`src/rtl/nand_pgreg_pkg.sv`:
```
package nand_pgreg_pkg;
  typedef enum logic [2:0] {
    S_IDLE  = 3'd0,
    S_LOAD  = 3'd1,
    S_SER   = 3'd2,
    S_FETCH = 3'd3,
    S_OUT   = 3'd4
  } seq_state_e;
endpackage

```
`src/rtl/prs_page_tag.sv`:
```
// Resident-page tag and request legality check.
module prs_page_tag #(
  parameter int ADDR_W     = 18,
  parameter int PAGE_BYTES = 2048
) (
  input  logic                                clk,
  input  logic                                rst_n,
  input  logic                                commit,
  input  logic [ADDR_W-$clog2(PAGE_BYTES)-1:0] commit_page,
  input  logic [ADDR_W-1:0]                   q_addr,
  input  logic [$clog2(PAGE_BYTES):0]         q_len,
  output logic                                hit,
  output logic                                reject
);
  localparam int OFF_W = $clog2(PAGE_BYTES);
  localparam int PG_W  = ADDR_W - OFF_W;
  localparam logic [OFF_W+1:0] PG_LIM = (OFF_W+2)'(PAGE_BYTES);

  logic            valid_q;
  logic [PG_W-1:0] tag_q;
  logic [OFF_W+1:0] end_pos;

  always_ff @(posedge clk or negedge rst_n) begin
    if (!rst_n) begin
      valid_q <= 1'b0;
      tag_q   <= '0;
    end else if (commit) begin
      valid_q <= 1'b1;
      tag_q   <= commit_page;
    end
  end

  always_comb begin
    end_pos = {2'b00, q_addr[OFF_W-1:0]} + {1'b0, q_len};
    reject  = (q_len == '0) || (end_pos > PG_LIM);
    hit     = valid_q && (tag_q == q_addr[ADDR_W-1:OFF_W]);
  end
endmodule

```
`src/rtl/prs_delay_timer.sv`:
```
// Down-counting latency timer; done when the count reaches zero.
module prs_delay_timer #(
  parameter int CYC_W = 16
) (
  input  logic             clk,
  input  logic             rst_n,
  input  logic             load,
  input  logic [CYC_W-1:0] load_val,
  input  logic             run,
  output logic             done
);
  logic [CYC_W-1:0] cnt_q, cnt_d;
  logic             cnt_en;

  always_comb begin
    cnt_en = load || (run && cnt_q != '0);
    cnt_d  = load ? load_val : cnt_q - CYC_W'(1);
    done   = (cnt_q == '0);
  end

  always_ff @(posedge clk or negedge rst_n) begin
    if (!rst_n)      cnt_q <= '0;
    else if (cnt_en) cnt_q <= cnt_d;
  end
endmodule

```
`src/rtl/prs_stat_counters.sv`:
```
// Bank of event totals, one per increment strobe.
module prs_stat_counters #(
  parameter int STAT_W = 16,
  parameter int NUM    = 2
) (
  input  logic                  clk,
  input  logic                  rst_n,
  input  logic [NUM-1:0]        inc,
  output logic [NUM*STAT_W-1:0] counts
);
  for (genvar g = 0; g < NUM; g++) begin : g_cnt
    logic [STAT_W-1:0] c_q;
    always_ff @(posedge clk or negedge rst_n) begin
      if (!rst_n)      c_q <= '0;
      else if (inc[g]) c_q <= c_q + STAT_W'(1);
    end
    assign counts[g*STAT_W +: STAT_W] = c_q;
  end
endmodule

```
`src/rtl/nand_pgreg_seq.sv`:
```
module nand_pgreg_seq
  import nand_pgreg_pkg::*;
#(
  parameter int ADDR_W     = 18,
  parameter int PAGE_BYTES = 2048,
  parameter int CYC_W      = 16,
  parameter int STAT_W     = 16
) (
  input  logic                        clk,
  input  logic                        rst_n,
  input  logic [CYC_W-1:0]            cfg_load_cycles,
  input  logic [CYC_W-1:0]            cfg_byte_cycles,
  input  logic                        req_valid,
  output logic                        req_ready,
  input  logic [ADDR_W-1:0]           req_addr,
  input  logic [$clog2(PAGE_BYTES):0] req_len,
  output logic                        req_err,
  output logic                        out_valid,
  input  logic                        out_ready,
  output logic [7:0]                  out_data,
  output logic                        out_last,
  output logic                        arr_rd_en,
  output logic [ADDR_W-1:0]           arr_rd_addr,
  input  logic [7:0]                  arr_rd_data,
  output logic [STAT_W-1:0]           stat_loads,
  output logic [STAT_W-1:0]           stat_bytes
);
  localparam int OFF_W = $clog2(PAGE_BYTES);
  localparam int PG_W  = ADDR_W - OFF_W;
  localparam int LEN_W = OFF_W + 1;

  seq_state_e        state_q, state_d;
  logic [ADDR_W-1:0] addr_q, addr_d;
  logic [LEN_W-1:0]  rem_q, rem_d;
  logic [7:0]        data_q, data_d;
  logic              err_q, err_d;

  logic              tm_load, tm_run, tm_done;
  logic [CYC_W-1:0]  tm_val;
  logic              tag_hit, tag_reject, tag_commit;
  logic              inc_load, inc_byte;
  logic [2*STAT_W-1:0] totals;

  prs_page_tag #(.ADDR_W(ADDR_W), .PAGE_BYTES(PAGE_BYTES)) u_tag (
    .clk(clk), .rst_n(rst_n),
    .commit(tag_commit), .commit_page(addr_q[ADDR_W-1:OFF_W]),
    .q_addr(req_addr), .q_len(req_len),
    .hit(tag_hit), .reject(tag_reject)
  );

  prs_delay_timer #(.CYC_W(CYC_W)) u_timer (
    .clk(clk), .rst_n(rst_n),
    .load(tm_load), .load_val(tm_val), .run(tm_run), .done(tm_done)
  );

  prs_stat_counters #(.STAT_W(STAT_W), .NUM(2)) u_stats (
    .clk(clk), .rst_n(rst_n),
    .inc({inc_byte, inc_load}), .counts(totals)
  );

  // Next-state logic
  always_comb begin
    state_d    = state_q;
    addr_d     = addr_q;
    rem_d      = rem_q;
    data_d     = data_q;
    err_d      = 1'b0;
    tm_load    = 1'b0;
    tm_val     = cfg_byte_cycles;
    tm_run     = 1'b0;
    tag_commit = 1'b0;
    inc_load   = 1'b0;
    inc_byte   = 1'b0;
    arr_rd_en  = 1'b0;
    unique case (state_q)
      S_IDLE: begin
        if (req_valid) begin
          if (tag_reject) begin
            err_d = 1'b1;
          end else begin
            addr_d  = req_addr;
            rem_d   = req_len;
            tm_load = 1'b1;
            if (tag_hit) begin
              state_d = S_SER;
              tm_val  = cfg_byte_cycles;
            end else begin
              state_d = S_LOAD;
              tm_val  = cfg_load_cycles;
            end
          end
        end
      end
      S_LOAD: begin
        tm_run = 1'b1;
        if (tm_done) begin
          tag_commit = 1'b1;
          inc_load   = 1'b1;
          tm_load    = 1'b1;
          tm_val     = cfg_byte_cycles;
          state_d    = S_SER;
        end
      end
      S_SER: begin
        tm_run = 1'b1;
        if (tm_done) begin
          arr_rd_en = 1'b1;
          state_d   = S_FETCH;
        end
      end
      S_FETCH: begin
        data_d  = arr_rd_data;
        state_d = S_OUT;
      end
      S_OUT: begin
        if (out_ready) begin
          inc_byte = 1'b1;
          if (rem_q == LEN_W'(1)) begin
            state_d = S_IDLE;
          end else begin
            addr_d  = addr_q + ADDR_W'(1);
            rem_d   = rem_q - LEN_W'(1);
            tm_load = 1'b1;
            tm_val  = cfg_byte_cycles;
            state_d = S_SER;
          end
        end
      end
      default: state_d = S_IDLE;
    endcase
  end

  // Registers
  always_ff @(posedge clk or negedge rst_n) begin
    if (!rst_n) begin
      state_q <= S_IDLE;
      addr_q  <= '0;
      rem_q   <= '0;
      data_q  <= '0;
      err_q   <= 1'b0;
    end else begin
      state_q <= state_d;
      addr_q  <= addr_d;
      rem_q   <= rem_d;
      data_q  <= data_d;
      err_q   <= err_d;
    end
  end

  assign req_ready   = (state_q == S_IDLE);
  assign req_err     = err_q;
  assign out_valid   = (state_q == S_OUT);
  assign out_data    = data_q;
  assign out_last    = (state_q == S_OUT) && (rem_q == LEN_W'(1));
  assign arr_rd_addr = addr_q;
  assign stat_loads  = totals[0 +: STAT_W];
  assign stat_bytes  = totals[STAT_W +: STAT_W];
endmodule

```
`config.mk`:
```
export PLATFORM = sky130hd
export DESIGN_NAME = nand_pgreg_seq
export DESIGN_NICKNAME = d
export VERILOG_FILES = /design/src/rtl/nand_pgreg_pkg.sv /design/src/rtl/prs_page_tag.sv /design/src/rtl/prs_delay_timer.sv /design/src/rtl/prs_stat_counters.sv /design/src/rtl/nand_pgreg_seq.sv
export SDC_FILE = /design/constraint.sdc
export NUM_CORES = 1
export LEC_CHECK = 0
export ABC_AREA = 1
export BUFFER_PORTS_ARGS = -buffer_cell sky130_fd_sc_hd__buf_2
export CORE_MARGIN = 2
export CORE_UTILIZATION = 52
export CTS_BUF_LIST = sky130_fd_sc_hd__clkbuf_8
export DETAILED_ROUTE_END_ITERATION = 12
export PLACE_DENSITY = 0.88
export SLEW_MARGIN = 15
export SYNTH_ARGS = -nofsm -noshare
export SYNTH_HDL_FRONTEND = slang
export SYNTH_SLANG_ARGS = --single-unit
```
`constraint.sdc`:
```
create_clock -name clk -period 2.2 [get_ports clk]
set_input_delay 0.22 -clock clk [delete_from_list [all_inputs] [get_ports clk]]
set_output_delay 0.22 -clock clk [all_outputs]
set_load 0.05 [all_outputs]
```
# Yosys cells after proc, flatten, opt, wreduce, memory -nomap -nowiden
# Cells that the tools add are included.
[classes]
addsub = 6
n_lt_le_gt_ge = 1
eq_ne = 12
n_mux = 37
reduce_logical = 13
[op_table]
columns = ["op", "count"]
rows = [
  ["$mux 16", 5],
  ["$mux 18", 4],
  ["$mux 12", 4],
  ["$pmux 18 s2", 1],
  ["$add 16x1->16 const B", 2],
  ["$pmux 12 s2", 1],
  ["$add 18x1->18 const B", 1],
  ["$logic_not 16->1", 1],
  ["$reduce_bool 16->1", 1],
  ["$sub 16x1->16 const B", 1],
  ["$mux 3", 5],
  ["$pmux 3 s5", 1],
  ["$add 11x12->13", 1],
  ["$gt 13x12->1 const B", 1],
  ["$mux 1", 13],
  ["$eq 12x1->1 const B", 1],
  ["$logic_not 12->1", 1],
  ["$sub 12x1->12 const B", 1],
  ["$ne 2x2->1 const B", 5],
  ["$reduce_and 5->1", 2],
  ["$eq 7x7->1", 1],
  ["$eq 3x2->1 const B", 2],
  ["$mux 2", 2],
  ["$eq 3x1->1 const B", 1],
  ["8 further kinds", 11],
]
[totals]
register_bits = 98
input_bits = 74
out_inout_bits = 63
elab_cells = 79

# Depth between registers and ports, before layout
# Gate-level depths: netlist of run 1.
[logic_depth]
depth_word = 7
mapped_depth = 21
depth_no_buf = 19

# By module
# A second synthesis of run 1 with hierarchy kept.
[unflattened]
hier_cells = 1012
area_unflattened_um2 = 7151.9
[modules_own_cells]
columns = ["mod", "n_inst", "cells_each", "area_each_um2", "seq_area_each_um2"]
rows = [
  ["nand_pgreg_seq", 1, 431, 3062.9, 1051.0],
  ["prs_stat_counters", 1, 218, 1749.2, 800.8],
  ["prs_delay_timer", 1, 182, 1241.2, 400.4],
  ["prs_page_tag", 1, 181, 1098.6, 200.2],
]

# Least setup slack after synthesis of run 1
# No wires, ideal clock.
[synth_timing]
path_kind = "reg2out"
startpoint = "register u_timer.cnt_q[0]"
endpoint = "output arr_rd_en"
arrival_time_ns = 2.591
required_time_ns = 1.980
slack_ns = -0.611
stages_incl_launch_ff = 8
path_buffers = 0
cell_sequence = "dfrtp_1 > inv_1 > ha_1 > inv_1 > or2_2 > nor3_1 > nand3_1 > nor4_1"
[synth_via]
elab_chain_cells = 3
[synth_lines]
columns = ["item", "line", "source"]
rows = [
  ["start: declaration", "prs_delay_timer.sv:12", "logic [CYC_W-1:0] cnt_q, cnt_d;"],
  ["start signal: assignment", "prs_delay_timer.sv:23", "else if (cnt_en) cnt_q <= cnt_d;"],
  ["$logic_not 16->1", "prs_delay_timer.sv:18", "done = (cnt_q == '0);"],
  ["$mux 1", "nand_pgreg_seq.sv:106", "if (tm_done) begin"],
  ["$mux 1", "nand_pgreg_seq.sv:75", "unique case (state_q)"],
  ["end: declaration", "nand_pgreg_seq.sv:22", "output logic arr_rd_en,"],
]
# No other way between the ends.

# Worst setup path after layout of run 1
[layout_timing]
startpoint = "register u_timer.cnt_q[1]"
endpoint = "register u_timer.cnt_q[15]"
[layout_via]
elab_chain_cells = 4
word_cells_on_any_way = 8
classes_between = "add/sub (1); mux (3); reduce/logical (4)"
[layout_lines]
columns = ["item"]
rows = [
  ["parallel branches: the longest is 4 deep, another holds $sub 16x1->16"],
]
# Several ways; the timed one is not identified.
# A chain may end at the register's enable or synchronous reset.

==> flow_summary.ini, run 1 <==
[route]
ant_nets = 0
dr_total_vias = 7447
drt_wl_total_um = 22600
drc_errors = 0
first_pass_iters = 7
first_iter_violations = 1009
routed_via_density = 6.05
wl_per_cell_um = 18.4

[clocking]
clock_latency_ns = 0.40
tritoncts = done
numCtsBuffers = 9
htreeDepth = 3
clkTransAtPathRegs_ns = 0.11
clockBufferDepth = 2
cts_root_buf = clkbuf_8
cts.sinks = 98

[timing]
fin_ws_ns = -0.146
fin_skew_ns = 0.0205
hold_violations = 0
rsz0062_at_grt = yes
setup-violations-final = 44
fin_worst_hold_slack_ns = 0.0593
max_slew.worst_pin.slew_ns = 0.513
period_needed_ns = 2.35
fmax_ghz = 0.426
drv_slew = 0
period_share_pct = 107
max_slew_margin_pct = 65.5

[cells_and_area]
multi_input_area_mm2 = 0.00410
register_area_mm2 = 0.00246
diodes = 0
area_growth_pct = 41.6
drive_gt1_share_pct = 39.5
num-nets-final = 1172
nFillCells = 731

[power_and_ir_drop]
power.density_mw_per_mm2 = 1230
p_leak_nw = 4.66
vdd_drop_max_mv = 0.897
p_total_mw = 11.2

[setup_path]
endpoint_kind = flop
cp_common_cell = nand2_1
critPathKind = flop to flop
crit_chain = buf_4 -> nor2_1 -> nand2_1 -> nor2_2 -> nand2_1 -> nor2_1 -> nand3_1 -> xor2_1 -> o211ai_1 -> nand2_2 -> nand2_1
arrival_ns = 2.69
crit_fanout = 2
critical_path.max_stage_delay_ns = 0.41
crit_path_top_delay_cell = dfrtp_1
crit_path_start_kind = flop
cp.required_ns = 2.54

[placed_design]
place.gp.congestion = 0.921
port_buffers = 136
post-place-ws_ns = -0.377
dp_hpwl_um = 13200

[floorplan]
io_pins = 137
chipHeight_um = 115
die_w_um = 115
initial_core_util_pct = 53.4
placeableCoreArea_mm2 = 0.0120
dieArea_mm2 = 0.0132
rows = 40

[global_route]
grt_pass1_wl_um = 29400
grt_max_degree = 60
overflow = 0
first_global_vias = 6305
grt_usage_pct = 27.6
antenna_found_initial = 0

[outcome]
violations = setup timing
status = finished, violations left

[logic_synthesis]
syn-instance-count = 855
ys_ff_latch = 98
yosysSeqAreaShare_pct = 38.2
syn_area_mm2 = 0.00641
synth_nets = 948
ys_types = 41
yosysWarnings = 0
avgSynthCellArea_um2 = 7.50

[job]
maxCapViolCount = 0

[worst_hold_path]
hp-class = primary input to flop
## Yosys cell counts, drive strengths merged
master | instances | area, um^2
nor4 | 7 | 43.8
inv | 92 | 345
ha | 18 | 225
nor2 | 69 | 307
a221oi | 1 | 8.76
o22ai | 2 | 18.8
o21bai | 1 | 11.3
o31ai | 1 | 7.51
or2 | 5 | 31.3
nand3 | 52 | 270
o21ai | 67 | 335
nand4 | 30 | 194
nor3 | 15 | 90.1
nor3b | 1 | 7.51
xor2 | 37 | 324
o221ai | 1 | 8.76
mux2 | 8 | 90.1
a21oi | 14 | 70.1
o2111ai | 2 | 17.5
clkinv | 1 | 3.75
a22o | 1 | 8.76
nand2 | 258 | 998
fa | 1 | 20.0
clkbuf | 14 | 53.8
a31oi | 5 | 31.3
o211ai | 15 | 113
dfrtp | 98 | 2450
xnor2 | 28 | 245
buf | 11 | 80.1
## final cells by class
type	instances	share of cell area, %
flip-flops and latches	98	27.1
clock inverters	6	0.469
inverters	93	3.84
repair buffers	238	19.9
clock buffers	10	1.52
well taps	147	2.03
multi-input cells	639	45.2
## layout by cell type (no fill, tap or decap), drive strengths merged
cell,instances
nand2,258
buf,228
dfrtp,98
inv,92
nor2,69
o21ai,67
nand3,52
xor2,37
nand4,30
xnor2,28
clkbuf,19
ha,18
o211ai,15
nor3,15
a21oi,14
mux2,8
nor4,7
a31oi,5
or2,5
clkinv,5
o2111ai,2
clkinvlp,2
o22ai,2
o21bai,1
a221oi,1
o221ai,1
a22o,1
o31ai,1
nor3b,1
fa,1
dlygate4sd3,1
## critical path, delay by kind of cell, from the launching register on
kind / cells / cell delay (ns)
AND/OR/NAND/NOR: 8 / 1.25
flip-flops: 1 / 0.41
AO/OA/AOI/OAI: 1 / 0.30
XOR/XNOR: 1 / 0.17
buffers and inverters: 1 / 0.15
## power breakdown
group	switching (mW)	total [mW]	internal, mW
clock	0.701	1.14	0.442
combinational	4.43	7.07	2.64
sequential	0.609	2.99	2.38
total	5.74	11.2	5.46
## routing by layer
metal / track usage, % / vias to the layer above / part of all wire, %
met2: 45.1 / 581 / 48
met3: 6.22 / 200 / 10
met5: 0 / - / 0
met4: 11.3 / 0 / 7.3
li1: - / 3248 / -
met1: 35.6 / 3418 / 35
## registers in the layout (all words and copies together) (netlist names)
register	cells
rem_q	12
u_stats.g_cnt.c_q	32
state_q	3
arr_rd_addr	18
u_timer.cnt_q	16
req_err	1
out_data	8
u_tag.valid_q	1
u_tag.tag_q	7
## timing repair
item | CTS | global route
hold buffers | 1 | 0
gates resized for setup | 4 | 197
pin swaps | 5 | 40
setup endpoints to repair | 8 | 61
endpoints found under the hold margin | 98 | 0
gates cloned | 0 | 12
buffers inserted | 2 | 13
## worst paths after layout
path / end / slack (ns) / cells after the start / start
hold / removal: out_data[0] / 0.06 / 2 / arr_rd_data[0]
hold reg to reg: u_tag.valid_q / 0.46 / 2 / u_tag.valid_q
setup / recovery: u_timer.cnt_q[15] / -0.15 / 11 / u_timer.cnt_q[1]
setup reg to reg: u_timer.cnt_q[15] / -0.15 / 11 / u_timer.cnt_q[1]
max in group asynchronous: out_data[6] / 1.36 / 3 / rst_n
min in group asynchronous: u_stats.g_cnt[0].c_q[9] / 0.17 / 2 / rst_n
## stage by stage
stage | util [%] | area [um^2] | setup TNS [ns] | std cells
floorplan | - | 6500 | -2.47 | 855
global placement | 65.5 | 7870 | -12.63 | 1187
detailed placement | 65.5 | 7870 | -15.73 | 1187
CTS | 67.3 | 8080 | -0.0356 | 1206
global route | 75.6 | 9080 | -8.40 | 1231
finish | 75.6 | 9080 | -2.07 | 1231
## logic make-up (layout without fill, tap and decap cells)
logic type / after synthesis / count (layout) / share of synthesized area, %
AND/OR/NAND/NOR: 437 / 437 / 30.3
buffers and inverters: 118 / 347 / 7.53
AO/OA/AOI/OAI: 110 / 110 / 9.83
flip-flops: 98 / 98 / 38.2
XOR/XNOR: 65 / 65 / 8.88
adder cells (fa/ha/maj): 19 / 19 / 3.82
multiplexers: 8 / 8 / 1.40
(Power assumes the default switching activity.)
==> inputs of run 2 (changes only) <==
Settings changed: CORE_MARGIN 2 to 4.
==> run 2 against run 1 <==
Against the previous run: first-iteration DRC count shrank 9.7%; the flow still finishes with violations (setup timing); register-to-register slack improved by 0.12 ns; hold slack better by 0.020 ns; total power down 8.7%; cell area is 3.7% lower; critical path type is now flop to output port.
==> flow_summary.ini, run 2 (synthesis gave the netlist of run 1 again) <==
[placed_design]
place.gp.congestion = 0.949
dp_hpwl_um = 13200
port_buffers = 136

[timing]
rsz0062_at_grt = yes
fin_worst_hold_slack_ns = 0.0795
hold_violations = 0
fin_skew_ns = 0.0195
max_slew_margin_pct = 65.6
setup-violations-final = 24
fin_ws_ns = -0.0684
max_slew.worst_pin.slew_ns = 0.516
drv_slew = 0
fmax_ghz = 0.441
finalSetupTns_ns = -0.638
period_share_pct = 103
period_needed_ns = 2.27

[clocking]
clkTransAtPathRegs_ns = 0.10
cts_root_buf = clkbuf_8
cts.sinks = 98
clock_latency_ns = 0.38
tritoncts = done
numCtsBuffers = 9
htreeDepth = 3
clockBufferDepth = 2

[global_route]
grt_usage_pct = 24.1
grt_pass1_wl_um = 28500
grt_max_degree = 99
antenna_found_initial = 0
overflow = 0
first_global_vias = 6198

[route]
drt_wl_total_um = 20200
first_pass_iters = 8
ant_nets = 0
dr_total_vias = 6973
drc_errors = 0
routed_via_density = 5.62
first_iter_violations = 911
wl_per_cell_um = 16.2

[cells_and_area]
final_cell_mix = nand2_1, buf_2, dfrtp_1
drive_gt1_share_pct = 36.5
diodes = 0
layout_commonest_cell = nand2_1
regMostFlops = u_stats.g_cnt.c_q
area_growth_pct = 36.4
num-nets-final = 1161
largest_reg_flops = 32

[setup_path]
cp.required_ns = 1.98
crit_fanout = 2
endpoint_kind = output port
crit_path_start_kind = flop
critPathKind = flop to output port
arrival_ns = 2.05

[power_and_ir_drop]
pwr-share-clk_pct = 10.8
p_leak_nw = 4.46
p_sw_mw = 5.20
p_seq_share_pct = 29.1
internal-power_mw = 5.02
netSwitchingFraction_pct = 50.9
vdd_drop_max_mv = 0.739
power.density_mw_per_mm2 = 1170
combinationalPowerShare_pct = 60.0

[floorplan]
rows = 40
placeableCoreArea_mm2 = 0.0121
die_w_um = 119
io_pins = 137
initial_core_util_pct = 53.2
chipHeight_um = 119
dieArea_mm2 = 0.0142

[worst_hold_path]
hp-class = primary input to flop

[outcome]
violations = setup timing
status = finished, violations left

[job]
maxCapViolCount = 0
==> run 2: changes by cell type in the layout (fill, tap and decap cells not counted), sizes merged <==
cell | previous run | this run
buf | 228 | 222
clkbuf | 19 | 13
inv | 92 | 96
clkinv | 5 | 2
==> run 2: path summary, 6_finish.rpt <==
path,from,end,slack (ns),cells past startpoint
hold / removal,arr_rd_data[3],out_data[3],0.08,2
max in group asynchronous,rst_n,arr_rd_addr[0],1.33,3
min in group asynchronous,rst_n,u_stats.g_cnt[0].c_q[15],0.44,3
hold reg to reg,u_stats.g_cnt[1].c_q[15],u_stats.g_cnt[1].c_q[15],0.47,1
setup / recovery,u_timer.cnt_q[1],arr_rd_en,-0.07,8
setup reg to reg,u_timer.cnt_q[7],u_stats.g_cnt[0].c_q[15],-0.03,9
==> run 2: stage by stage <==
step	cell area, um^2	setup WS, ns	power, mW	std cells	util [%]
finish	8740	-0.0684	10.2	1241	72.5
global route	8740	-0.181	10.8	1241	72.5
floorplan	6500	-0.157	6.56	855	-
CTS	8100	0.00166	9.26	1228	67.1
detailed placement	7890	-0.403	8.15	1210	65.4
global placement	7890	-0.302	7.98	1210	65.4
==> run 2: power groups by stage <==
stage,Sequential [mW],Clock (mW),Combinational [mW]
final,2.98,1.11,6.14
after global routing,3.04,1.20,6.59
after CTS,2.92,1.12,5.22
after detailed placement,2.95,0,5.21
after global placement,2.92,0,5.05
after floorplan,3.75,0,2.81
==> run 2: repair_timing <==
item	in CTS	in global routing
hold endpoints to repair	98	0
buffers inserted	1	7
endpoints found under the setup margin	8	60
gates cloned	0	6
resized for setup	3	160
hold buffers	1	0
pin swaps	3	31
==> run 2: layout make-up <==
class,count,area (um^2)
well taps,168,210
fillers,810,3320
clock buffers,9,124
flip-flops and latches,98,2460
repair buffers,227,1570
multi-input cells,639,3980
clock inverters,7,52.6
inverters,93,349
==> run 2: worst max-delay path, stage by stage, from the launching register on <==
cell     delay (ns)
dfrtp_1        0.40
inv_2          0.08
ha_4           0.12
inv_2          0.03
or2_4          0.26
nor3_1         0.16
nand3_1        0.13
nor4_2         0.24
buf_4          0.26
==> run 2: metal layers <==
| layer | vias to the layer above | GRT usage (%) | share of wire [%] |
|---|---|---|---|
| met2 | 381 | 41.2 | 49 |
| met5 | - | 0 | 0 |
| met1 | 3280 | 31.0 | 40 |
| met4 | 0 | 8.33 | 4.2 |
| li1 | 3211 | - | - |
| met3 | 101 | 4.08 | 7.3 |
==> inputs of run 3 (changes only) <==
Settings changed: BUFFER_PORTS_ARGS -buffer_cell sky130_fd_sc_hd__buf_2 to unset, CORE_UTILIZATION 52 to 60, DONT_BUFFER_PORTS set to 1, PLACE_DENSITY 0.88 to 0.87.
==> run 3 against run 2 <==
Against the previous run: the run ends with hold timing left; cell area decreased by 9.1%; utilization increased by 4.1 points; count of clock-buffer cells in the layout unchanged; combinational power decreased by 15%; non-clock buffer count decreased by 104.
==> flow_summary.ini, run 3 (synthesis gave the netlist of run 1 again) <==
[outcome]
status = finished, violations left
violations = hold timing

[cells_and_area]
largest_reg_flops = 32
regMostFlops = u_stats.g_cnt.c_q
num-nets-final = 1057
drive_gt1_share_pct = 22.2
utilization_pct = 76.6
area_growth_pct = 23.9
diodes = 0
layout_commonest_cell = nand2_1
final_cell_mix = nand2_1, buf_4, dfrtp_1

[floorplan]
die_w_um = 111
io_pins = 137
rows = 37
placeableCoreArea_mm2 = 0.0104
initial_core_util_pct = 61.8
chipHeight_um = 111
dieArea_mm2 = 0.0124

[route]
drt_wl_total_um = 18400
routed_via_density = 5.73
wl_per_cell_um = 16.7
dr_total_vias = 6337
first_pass_iters = 6
first_iter_violations = 613
drc_errors = 0
ant_nets = 0

[timing]
setup-violations-final = 0
finalSetupTns_ns = 0
drv_slew = 0
fin_worst_hold_slack_ns = -0.478
rsz0062_at_grt = yes
max_slew.worst_pin.slew_ns = 0.582
period_share_pct = 98.6
max_slew_margin_pct = 61.2
fin_skew_ns = 0.0181
period_needed_ns = 2.17
fmax_ghz = 0.461
hold_violations = 98

[power_and_ir_drop]
internal-power_mw = 4.80
p_total_mw = 9.63
power.density_mw_per_mm2 = 1210
pwr-share-clk_pct = 12.2
combinationalPowerShare_pct = 54.3
vdd_drop_max_mv = 0.867
netSwitchingFraction_pct = 50.2
p_seq_share_pct = 33.5
p_leak_nw = 3.94
p_sw_mw = 4.83

[global_route]
overflow = 0
first_global_vias = 5929
grt_max_degree = 99
grt_pass1_wl_um = 28700
grt_usage_pct = 27.8
antenna_found_initial = 0

[setup_path]
r2r_slack_ns = 0.03
critPathKind = flop to flop
rr_worst_depth = 11
arrival_ns = 2.41
crit_path_start_kind = flop
cp.required_ns = 2.44
endpoint_kind = flop
r2r_end = u_stats.g_cnt[0].c_q[15]
reg2reg_from = u_timer.cnt_q[1]
crit_fanout = 3

[placed_design]
dp_hpwl_um = 12700
port_buffers = 0
place.gp.congestion = 0.942

[clocking]
cts_root_buf = clkbuf_8
tritoncts = done
numCtsBuffers = 9
clock_latency_ns = 0.38
clkTransAtPathRegs_ns = 0.12
htreeDepth = 3
cts.sinks = 98
clockBufferDepth = 2

[worst_hold_path]
hp-class = primary input to asynchronous set/reset pin

[job]
maxCapViolCount = 0
[run 3: worst max-delay path, stage by stage (launching register included)]
cell and delay (ns):
dfrtp_1 0.40, inv_2 0.08, ha_4 0.12, inv_2 0.03, or2_4 0.25, nor3_4 0.24
nand3_4 0.11, nor2_4 0.14, nand4_1 0.18, nor3_2 0.18, nand4_1 0.14, xnor2_1 0.17
[run 3: how the worst max path moves through the flow]
stage	to	cells past startpoint	startpoint
after detailed placement	u_timer.cnt_q[13]	16	req_addr[0]
after global placement	arr_rd_addr[6]	14	req_addr[0]
after global routing	u_stats.g_cnt[1].c_q[15]	12	state_q[1]
final	u_stats.g_cnt[0].c_q[15]	11	u_timer.cnt_q[1]
after floorplan	u_timer.cnt_q[11]	16	req_addr[0]
after CTS	u_stats.g_cnt[0].c_q[14]	12	u_timer.cnt_q[1]
[run 3: power groups by stage]
stage	clock network [mW]	logic [mW]	registers, mW
after floorplan	0	2.81	3.75
after global placement	0	4.55	3.20
after detailed placement	0	4.69	3.22
after CTS	1.19	4.75	3.20
after global routing	1.29	5.71	3.30
final	1.17	5.23	3.23
[run 3: area by class of cell]
| cell class | count | area (um^2) |
|---|---|---|
| multi-input combinational | 639 | 3720 |
| sequential | 98 | 2460 |
| fill | 700 | 2420 |
| timing repair buffer | 123 | 1050 |
| inverter | 93 | 349 |
| tap | 136 | 170 |
| clock buffer | 9 | 124 |
| clock inverter | 7 | 71.3 |
[run 3: routing by layer]
layer / wire length, um / part of all wire, % / GRT usage [%] / vias to the layer above
met3: 1570 / 8.5 / 5.65 / 81
met5: 0 / 0 / 0 / -
li1: - / - / - / 3004
met4: 795 / 4.3 / 9.33 / 0
met2: 8800 / 48 / 46.2 / 358
met1: 7260 / 39 / 36.5 / 2894
[run 3: metrics by stage]
step	std cells	setup WS, ns	cell area (um^2)	hold WS (ns)
CTS	1084	0.00221	7590	-0.481
global route	1105	-0.114	7950	-0.505
global placement	1057	-0.188	7260	-0.0709
floorplan	855	-0.157	6500	-0.0756
finish	1105	0.0316	7950	-0.478
detailed placement	1057	-0.217	7260	-0.0724
[run 3: what timing repair did]
action                     in CTS  in global routing
buffers inserted                3                 18
hold endpoints to repair      106                 99
setup endpoints to repair       3                 63
cloned                          0                  2
pin swaps                       8                 19
hold buffers                    8                  1
gates resized for setup         8                 41
